===== src/rtl/pkt_pkg.sv =====
package pkt_pkg;
  localparam int KIND_W = 2;
  localparam int DEST_W = 4;
  localparam int PID_W  = 4;
  localparam int QOS_W  = 2;
  localparam int OP_W   = 2;
  localparam int HDR_W  = DEST_W + PID_W + QOS_W + OP_W;

  typedef enum logic [KIND_W-1:0] {
    FK_HEAD   = 2'b00,
    FK_BODY   = 2'b01,
    FK_TAIL   = 2'b10,
    FK_SINGLE = 2'b11
  } flit_kind_e;

  typedef enum logic [OP_W-1:0] {
    OP_READ  = 2'b00,
    OP_WRITE = 2'b01
  } op_e;

  typedef struct packed {
    logic [DEST_W-1:0] dest;
    logic [PID_W-1:0]  pid;
    logic [QOS_W-1:0]  qos;
    op_e               op;
  } hdr_t;
endpackage


===== src/rtl/pkt_credit_ctr.sv =====
module pkt_credit_ctr #(
  parameter int DEPTH = 4,
  localparam int CW = $clog2(DEPTH + 1)
) (
  input  logic          clk,
  input  logic          rst_n,
  input  logic          take,
  input  logic          give,
  output logic          avail,
  output logic [CW-1:0] count
);
  logic [CW-1:0] cnt_q, cnt_d;
  logic          cnt_en;

  always_comb begin
    cnt_en = take ^ give;
    cnt_d  = cnt_q;
    if (take && !give)      cnt_d = cnt_q - CW'(1);
    else if (give && !take) cnt_d = cnt_q + CW'(1);
  end

  always_ff @(posedge clk or negedge rst_n) begin
    if (!rst_n)      cnt_q <= CW'(DEPTH);
    else if (cnt_en) cnt_q <= cnt_d;
  end

  assign avail = (cnt_q != '0);
  assign count = cnt_q;
endmodule


===== src/rtl/pkt_seq.sv =====
module pkt_seq
  import pkt_pkg::*;
#(
  parameter int LEN_W = 4
) (
  input  logic             clk,
  input  logic             rst_n,
  input  logic             req_valid,
  output logic             req_ready,
  input  hdr_t             req_hdr,
  input  logic [LEN_W-1:0] req_len,
  input  logic             credit_ok,
  input  logic             dat_valid,
  output logic             dat_ready,
  output logic             send,
  output flit_kind_e       kind,
  output hdr_t             hdr_q
);
  typedef enum logic [1:0] {S_IDLE, S_HEAD, S_BODY} state_e;

  state_e           state_q, state_d;
  logic [LEN_W-1:0] beats_q, beats_d;
  logic             beats_en, accept, head_fire, body_fire;

  always_comb begin
    req_ready = (state_q == S_IDLE);
    accept    = req_valid && req_ready;
    head_fire = (state_q == S_HEAD) && credit_ok;
    dat_ready = (state_q == S_BODY) && credit_ok;
    body_fire = dat_ready && dat_valid;
    send      = head_fire || body_fire;
  end

  always_comb begin
    kind = FK_HEAD;
    if (state_q == S_HEAD)      kind = (beats_q == '0) ? FK_SINGLE : FK_HEAD;
    else if (state_q == S_BODY) kind = (beats_q == LEN_W'(1)) ? FK_TAIL : FK_BODY;
  end

  always_comb begin
    state_d  = state_q;
    beats_d  = beats_q;
    beats_en = 1'b0;
    unique case (state_q)
      S_IDLE: if (accept) begin
        state_d  = S_HEAD;
        beats_en = 1'b1;
        beats_d  = (req_hdr.op == OP_WRITE) ? req_len : '0;
      end
      S_HEAD: if (head_fire) state_d = (beats_q == '0) ? S_IDLE : S_BODY;
      S_BODY: if (body_fire) begin
        beats_en = 1'b1;
        beats_d  = beats_q - LEN_W'(1);
        if (beats_q == LEN_W'(1)) state_d = S_IDLE;
      end
      default: state_d = S_IDLE;
    endcase
  end

  always_ff @(posedge clk or negedge rst_n) begin
    if (!rst_n) state_q <= S_IDLE;
    else        state_q <= state_d;
  end

  always_ff @(posedge clk or negedge rst_n) begin
    if (!rst_n)        beats_q <= '0;
    else if (beats_en) beats_q <= beats_d;
  end

  always_ff @(posedge clk or negedge rst_n) begin
    if (!rst_n)      hdr_q <= '0;
    else if (accept) hdr_q <= req_hdr;
  end
endmodule


===== src/rtl/pkt_flit_fmt.sv =====
module pkt_flit_fmt
  import pkt_pkg::*;
#(
  parameter int FLIT_W = 32,
  localparam int DATA_W = FLIT_W - KIND_W,
  localparam int RSV_W  = FLIT_W - KIND_W - HDR_W
) (
  input  flit_kind_e        kind,
  input  hdr_t              hdr,
  input  logic [DATA_W-1:0] beat,
  output logic [FLIT_W-1:0] flit
);
  generate
    if (RSV_W > 0) begin : g_rsv
      always_comb begin
        if (kind == FK_HEAD || kind == FK_SINGLE) flit = {kind, hdr, {RSV_W{1'b0}}};
        else                                       flit = {kind, beat};
      end
    end else begin : g_tight
      always_comb begin
        if (kind == FK_HEAD || kind == FK_SINGLE) flit = {kind, hdr};
        else                                       flit = {kind, beat};
      end
    end
  endgenerate
endmodule


===== src/rtl/flit_packetizer.sv =====
module flit_packetizer
  import pkt_pkg::*;
#(
  parameter int FLIT_W       = 32,
  parameter int LEN_W        = 4,
  parameter int CREDIT_DEPTH = 4
) (
  input  logic              clk,
  input  logic              rst_n,
  input  logic              req_valid,
  output logic              req_ready,
  input  logic [3:0]        req_dest,
  input  logic [3:0]        req_pid,
  input  logic [1:0]        req_qos,
  input  logic              req_write,
  input  logic [LEN_W-1:0]  req_len,
  input  logic              dat_valid,
  output logic              dat_ready,
  input  logic [FLIT_W-3:0] dat_bits,
  output logic              flit_valid,
  output logic [FLIT_W-1:0] flit_data,
  input  logic              credit_in
);
  localparam int CW = $clog2(CREDIT_DEPTH + 1);

  hdr_t          in_hdr, cur_hdr;
  flit_kind_e    cur_kind;
  logic          credit_ok, send;
  logic [CW-1:0] credit_cnt;

  always_comb begin
    in_hdr.dest = req_dest;
    in_hdr.pid  = req_pid;
    in_hdr.qos  = req_qos;
    in_hdr.op   = req_write ? OP_WRITE : OP_READ;
  end

  pkt_credit_ctr #(.DEPTH(CREDIT_DEPTH)) u_credit (
    .clk(clk), .rst_n(rst_n), .take(send), .give(credit_in),
    .avail(credit_ok), .count(credit_cnt)
  );

  pkt_seq #(.LEN_W(LEN_W)) u_seq (
    .clk(clk), .rst_n(rst_n), .req_valid(req_valid), .req_ready(req_ready),
    .req_hdr(in_hdr), .req_len(req_len), .credit_ok(credit_ok),
    .dat_valid(dat_valid), .dat_ready(dat_ready), .send(send),
    .kind(cur_kind), .hdr_q(cur_hdr)
  );

  pkt_flit_fmt #(.FLIT_W(FLIT_W)) u_fmt (
    .kind(cur_kind), .hdr(cur_hdr), .beat(dat_bits), .flit(flit_data)
  );

  assign flit_valid = send;
endmodule


===== config.mk =====
export PLATFORM = sky130hd
export DESIGN_NAME = flit_packetizer
export DESIGN_NICKNAME = d
export VERILOG_FILES = /design/src/rtl/pkt_pkg.sv /design/src/rtl/pkt_credit_ctr.sv /design/src/rtl/pkt_seq.sv /design/src/rtl/pkt_flit_fmt.sv /design/src/rtl/flit_packetizer.sv
export SDC_FILE = /design/constraint.sdc
export NUM_CORES = 1
export LEC_CHECK = 0
export CELL_PAD_IN_SITES_DETAIL_PLACEMENT = 2
export CELL_PAD_IN_SITES_GLOBAL_PLACEMENT = 2
export CORE_AREA = 2 2 76 107
export CTS_CLUSTER_SIZE = 40
export DETAILED_ROUTE_END_ITERATION = 6
export DIE_AREA = 0 0 78 109
export PLACE_DENSITY_LB_ADDON = 0.05
export SKIP_CTS_REPAIR_TIMING = 1
export SLEW_MARGIN = 5
export SYNTH_ARGS = -nofsm -noshare
export SYNTH_HDL_FRONTEND = slang
export SYNTH_SLANG_ARGS = --single-unit

===== constraint.sdc =====
create_clock -name clk -period 2.7 [get_ports clk]
set_input_delay 0.27 -clock clk [delete_from_list [all_inputs] [get_ports clk]]
set_output_delay 0.27 -clock clk [all_outputs]
set_load 0.05 [all_outputs]

==> results.md, run 1 <==
- Final period utilization: 0.919
- First DRT Iteration DRCs: 29
- Worst-Skew Late Latency: 260 ps
- Yosys reg bits: 20
- Hold Slack: 349 ps
- Die H: 109 um
- Layout area overhead: 75.4%
- First-pass GRT wire length: 8.18 mm
- Leakage: 1.07 nW
- Critical Path Fanout Max: 26
- Placed Area: 2280 um2
- FFs w/ async S/R, synth: 1.00
- Rows: 38
- RSZ-0062 raised after global routing: no
- Skew final: 2.44 ps
- H-Tree Depth: 1
- Initial Util: 0.175
- TritonCTS buffer count: 3
- Clock transition at the registers of the reported paths: 80 ps
- Cell count after synthesis: 169
- Final WL: 5.05 mm
- Max frequency: 403 MHz
- Ant diodes: 0
- Post-synth EDFFs: 0
- Total Nets Final: 311
- Max Cap Viol: 0
- Kind of critical path: reg -> out
- Vias in the first global route: 1544
- Setup WS post-layout: 220 ps
- Finished Layout Cells: 356
- Setup Viol. Count Final: 0
- Worst ir drop on vdd: 0.552 mV
- Clock Tree Buf Depth: 2
- Port Buffer Count: 84
- Total die area: 8500 um2
- Mapped cell area: 1330 um2
- Status: finished, final reports clean
- Initial antenna violation count: 0
- Most area-hungry cell type in the Yosys netlist: dfrtp_1
- CP startpoint kind: register
- Final Hold Viols: 0
- Post-synthesis sequential area ratio: 0.377
- HP Class: in -> async
- Final ANT Viol Nets: 0
- Post-Synthesis Mean Instance Area: 7.88 um2
- Power density cells: 1270 nW/um2
- Top cells by area, synth: dfrtp_1, nand2_1, and2_1
- Post-DP HPWL: 4.13 mm
- CP arrival: 2210 ps
- Layout Utilization: 0.307
- Post-synth net total: 223
- Total power: 2.97 mW
- Router iterations before antenna repair: 3
- Tmin final: 2480 ps
- Total negative setup slack: 0 ps
- Total number of vias: 1449
- Slew Limit Headroom: 0.642
- Largest net degree at the start of global routing: 27
- TritonCTS clock tree: built
- Drt drc: 0
- Synth cell types: 35
- CP required: 2430 ps
- Layout cells sized above 1: 0.133
- Most frequent cells in the layout: nand2_1, clkdlybuf4s50_1, buf_4, and2_1, dfrtp_1
- CP endpoint kind: primary output
- Grt total ovfl: 0
- CORE AREA: 7610 um2
- # IOs: 85
- Die width: 78 um
- Yosys warns: 0
- Worst Tran Pin Value: 538 ps
- Wire per inst: 14.2 um
- TritonCTS Sinks: 20
- GRT Total Usage: 0.123
- Ys flop type: dfrtp_1
- Routed vias/inst: 4.07
- Clock root cell: clkbuf_8
- # placed instances: 352
- Fin area: 2340 um2
- Worst slack at placement: 445 ps
- Area share of the leading cell type in the synthesized netlist: 0.357
- Routability cong.: 0.693
- Count of pins over their slew limit: 0
## synthesized netlist by cell type, types with 2 or more instances
master	number
nand2_1	70
and2_1	19
dfrtp_1	19
inv_1	6
nor2_1	6
buf_2	5
o211ai_1	4
a21oi_1	3
clkbuf_1	3
ha_1	3
mux2i_1	3
mux2_4	2
nor2b_1	2
nor3_1	2
xor2_1	2
## worst max-delay path, cell delays in order (launching register included)
cell	delay [ps]
dfrtp_1	460
nor2b_2	230
buf_4	270
and2_1	170
clkdlybuf4s50_1	810
## layout make-up
class	instances	area, um2
inverters	6	22.5
multi-input cells	134	767
repair buffers	92	866
flip-flops and latches	20	502
clock buffers	4	55.1
fillers	904	5270
well taps	100	125
## path summary, 6_finish.rpt
check,start,endpoint,slack [ps],cells past startpoint
max,u_seq.state_q[1],flit_data[1],220,4
min,rst_n,u_seq.hdr_q[3],350,2
max reg2reg,u_seq.state_q[1],u_credit.count[2],510,10
min reg2reg,u_seq.hdr_q[0],u_seq.hdr_q[0],480,2
max in group asynchronous,rst_n,u_credit.count[2],2080,2
min in group clk,u_seq.hdr_q[0],u_seq.hdr_q[0],480,2
## logic make-up (layout without fill, tap and decap cells)
logic type                 after synthesis  after routing  share of synthesized area
adders and majority gates                4              4                     0.0432
muxes                                    5              5                     0.0451
buffers and inverters                   15            102                     0.0498
and+or+nand+nor                        107            107                      0.374
AOI/OAI and AO/OA                       15             15                     0.0920
DFF                                     20             20                      0.377
xor gates and xnor gates                 3              3                     0.0197
## state kept, by name (all words and copies together) (netlist names)
register	count
u_seq.state_q	2
u_seq.beats_q	4
u_credit.count	3
u_seq.hdr_q	11
## where the power goes
part / internal (mW) / switching [mW]
Combinational: 0.761 / 1.38
Sequential: 0.452 / 0.138
Clock: 0.130 / 0.103
Total: 1.34 / 1.62
## layer usage
metal | GRT usage | up-vias | part of all wire
met5 | 0 | - | 0
met4 | 0.0263 | 0 | 0.0061
met3 | 0.0157 | 2 | 0.030
met2 | 0.239 | 33 | 0.55
met1 | 0.142 | 698 | 0.41
li1 | - | 716 | -
No activity file was read; power rests on OpenSTA's default activity.
==> run 2, diff against run 1 <==
Settings changed: SLEW_MARGIN 5 to 10.
==> results of run 2 <==
Same layout as run 1: the final DEF is identical, and so are final timing and power.
==> run 3, diff against run 2 <==
Settings changed: CTS_CLUSTER_DIAMETER set to 50, RECOVER_POWER set to 25.
==> run 3 against run 2 <==
  * Cell count unchanged
  * Sequential power about the same
  * Hold slack improved by 130 ps
  * Maximum frequency unchanged
  * Largest cell class unchanged
==> results.md, run 3 (synthesis gave the netlist of run 1 again) <==
- Rows: 38 (unchanged)
- First DRT Iteration DRCs: 30 (+3.4%)
- TritonCTS Sinks: 20 (unchanged)
- Vias in the first global route: 1544 (unchanged)
- Drt drc: 0 (unchanged)
- Layout Utilization: 0.307 (-0.000494)
- Status: finished, final reports clean
- Initial antenna violation count: 0 (unchanged)
- CP arrival: 2210 ps (about the same)
- CORE AREA: 7610 um2 (unchanged)
- # fillers: 906 (+0.22%)
- GRT Total Usage: 0.123 (unchanged)
- CP startpoint: u_seq.state_q[1]
- CP endpoint kind: primary output
- CP required: 2430 ps (about the same)
- Final ANT Viol Nets: 0 (unchanged)
- Final Hold Viols: 0 (unchanged)
- Slew Limit Headroom: 0.253 (-0.389)
- Most common cell after layout, fill and taps aside: nand2_1
- Total Nets Final: 311 (unchanged)
- TritonCTS clock tree: built
- Critical Path Fanout Max: 26 (unchanged)
- Reg2Reg Setup Slack: 510 ps (about the same)
- Layout area overhead: 75.1%
- Die width: 78 um (unchanged)
- Worst slack at placement: 445 ps (unchanged)
- Max Cap Viol: 0 (unchanged)
- H-Tree Depth: 1 (unchanged)
- Clock Tree Buf Depth: 2 (unchanged)
- Max reg flops: 11 (unchanged)
- TritonCTS buffer count: 3 (unchanged)
- Largest net degree at the start of global routing: 27 (unchanged)
- Routed vias/inst: 4.07 (unchanged)
- Grt total ovfl: 0 (unchanged)
- Seq. cell area: 502 um2 (unchanged)
- Die H: 109 um (unchanged)
- Ant diodes: 0 (unchanged)
- Setup WS post-layout: 220 ps (unchanged)
- Final WL: 5.05 mm (about the same)
- Skew final: 2.44 ps (unchanged)
- Leakage: 1.07 nW (-0.31%)
- RR Endpoint: u_credit.count[2]
- Reg2reg start: u_seq.state_q[1]
- # IOs: 85 (unchanged)
- Worst Tran Pin Value: 1120 ps (+583 ps)
- Clock root cell: clkbuf_8
- Max frequency: 403 MHz (unchanged)
- Post-DP HPWL: 4.13 mm (unchanged)
- Count of pins over their slew limit: 0 (unchanged)
- Layout cells sized above 1: 0.129 (-0.00391)
- Worst-Skew Late Latency: 260 ps (about the same)
- Total die area: 8500 um2 (unchanged)
- Port Buffer Count: 84 (unchanged)
- Setup Viol. Count Final: 0 (unchanged)
- Router iterations before antenna repair: 3 (unchanged)
- Initial Util: 0.175 (unchanged)
- Worst ir drop on vdd: 0.552 mV (unchanged)
- Total negative setup slack: 0 ps (unchanged)
- Kind of critical path: reg -> out
- Tmin final: 2480 ps (unchanged)
- HP Class: reg -> reg
- Top reg by flops: u_seq.hdr_q
- Multi-input logic area: 767 um2 (unchanged)
- Most frequent cells in the layout: nand2_1, clkdlybuf4s50_1, buf_4, and2_1, dfrtp_1
- RSZ-0062 raised after global routing: no
- First-pass GRT wire length: 8.18 mm (unchanged)
- Critical path endpoint: flit_data[1]
- Wire per inst: 14.2 um (about the same)
- Total number of vias: 1449 (unchanged)
- Final period utilization: 0.919 (unchanged)
- Reg2reg path depth: 10 (unchanged)
- CP startpoint kind: register
- Power density cells: 1270 nW/um2 (+0.12%)
- Routability cong.: 0.693 (unchanged)
- Clock transition at the registers of the reported paths: 80 ps (about the same)
-- run 3: cell count changes in the layout (fill, tap and decap cells not counted) --
cell | before | now
buf_4 | 22 | 21
clkbuf_1 | 0 | 1
clkdlybuf4s50_1 | 70 | 69
dlygate4sd3_1 | 0 | 1
-- run 3: layout make-up --
class,instances,share of cell area
clock buffer,4,0.0236
multi-input combinational,134,0.329
timing repair buffer,92,0.369
tap,100,0.0536
sequential,20,0.215
inverter,6,0.00965
-- run 3: metrics by stage --
step / instance area (um2) / hold WS [ps] / std cells / total power, mW
2_1_floorplan: 1330 / -25.6 / 169 / 2.06
6_report: 2330 / 480 / 356 / 2.96
3_5_place_dp: 2280 / 465 / 352 / 2.79
4_1_cts: 2340 / 360 / 356 / 3.04
3_3_place_gp: 2280 / 457 / 352 / 2.77
5_1_grt: 2330 / 509 / 356 / 3.20
-- run 3: power by group --
group | internal (mW) | switching (mW)
clock network | 0.130 | 0.103
registers | 0.452 | 0.138
logic | 0.760 | 1.38
-- run 3: per-layer routing --
metal / track usage / up-vias / part of all wire
met4: 0.0263 / 0 / 0.0061
li1: - / 716 / -
met5: 0 / - / 0
met1: 0.142 / 698 / 0.41
met3: 0.0157 / 2 / 0.030
met2: 0.239 / 33 / 0.55
-- run 3: critical path, cell delays in order, from the launching register on --
cell,delay [ps]
dfrtp_1,460
nor2b_2,230
buf_4,270
and2_1,170
clkdlybuf4s50_1,810
-- run 3: worst min path at each step --
stage                         startpoint                end  slack (ps)  cells after the start
after CTS                          rst_n     u_seq.hdr_q[3]         360                      2
after floorplan                    rst_n  u_credit.count[0]         -30                      0
after detailed placement  u_seq.hdr_q[0]     u_seq.hdr_q[0]         460                      2
after global placement    u_seq.hdr_q[0]     u_seq.hdr_q[0]         460                      2
final                     u_seq.hdr_q[0]     u_seq.hdr_q[0]         480                      2
after global routing      u_seq.hdr_q[8]     u_seq.hdr_q[8]         510                      2
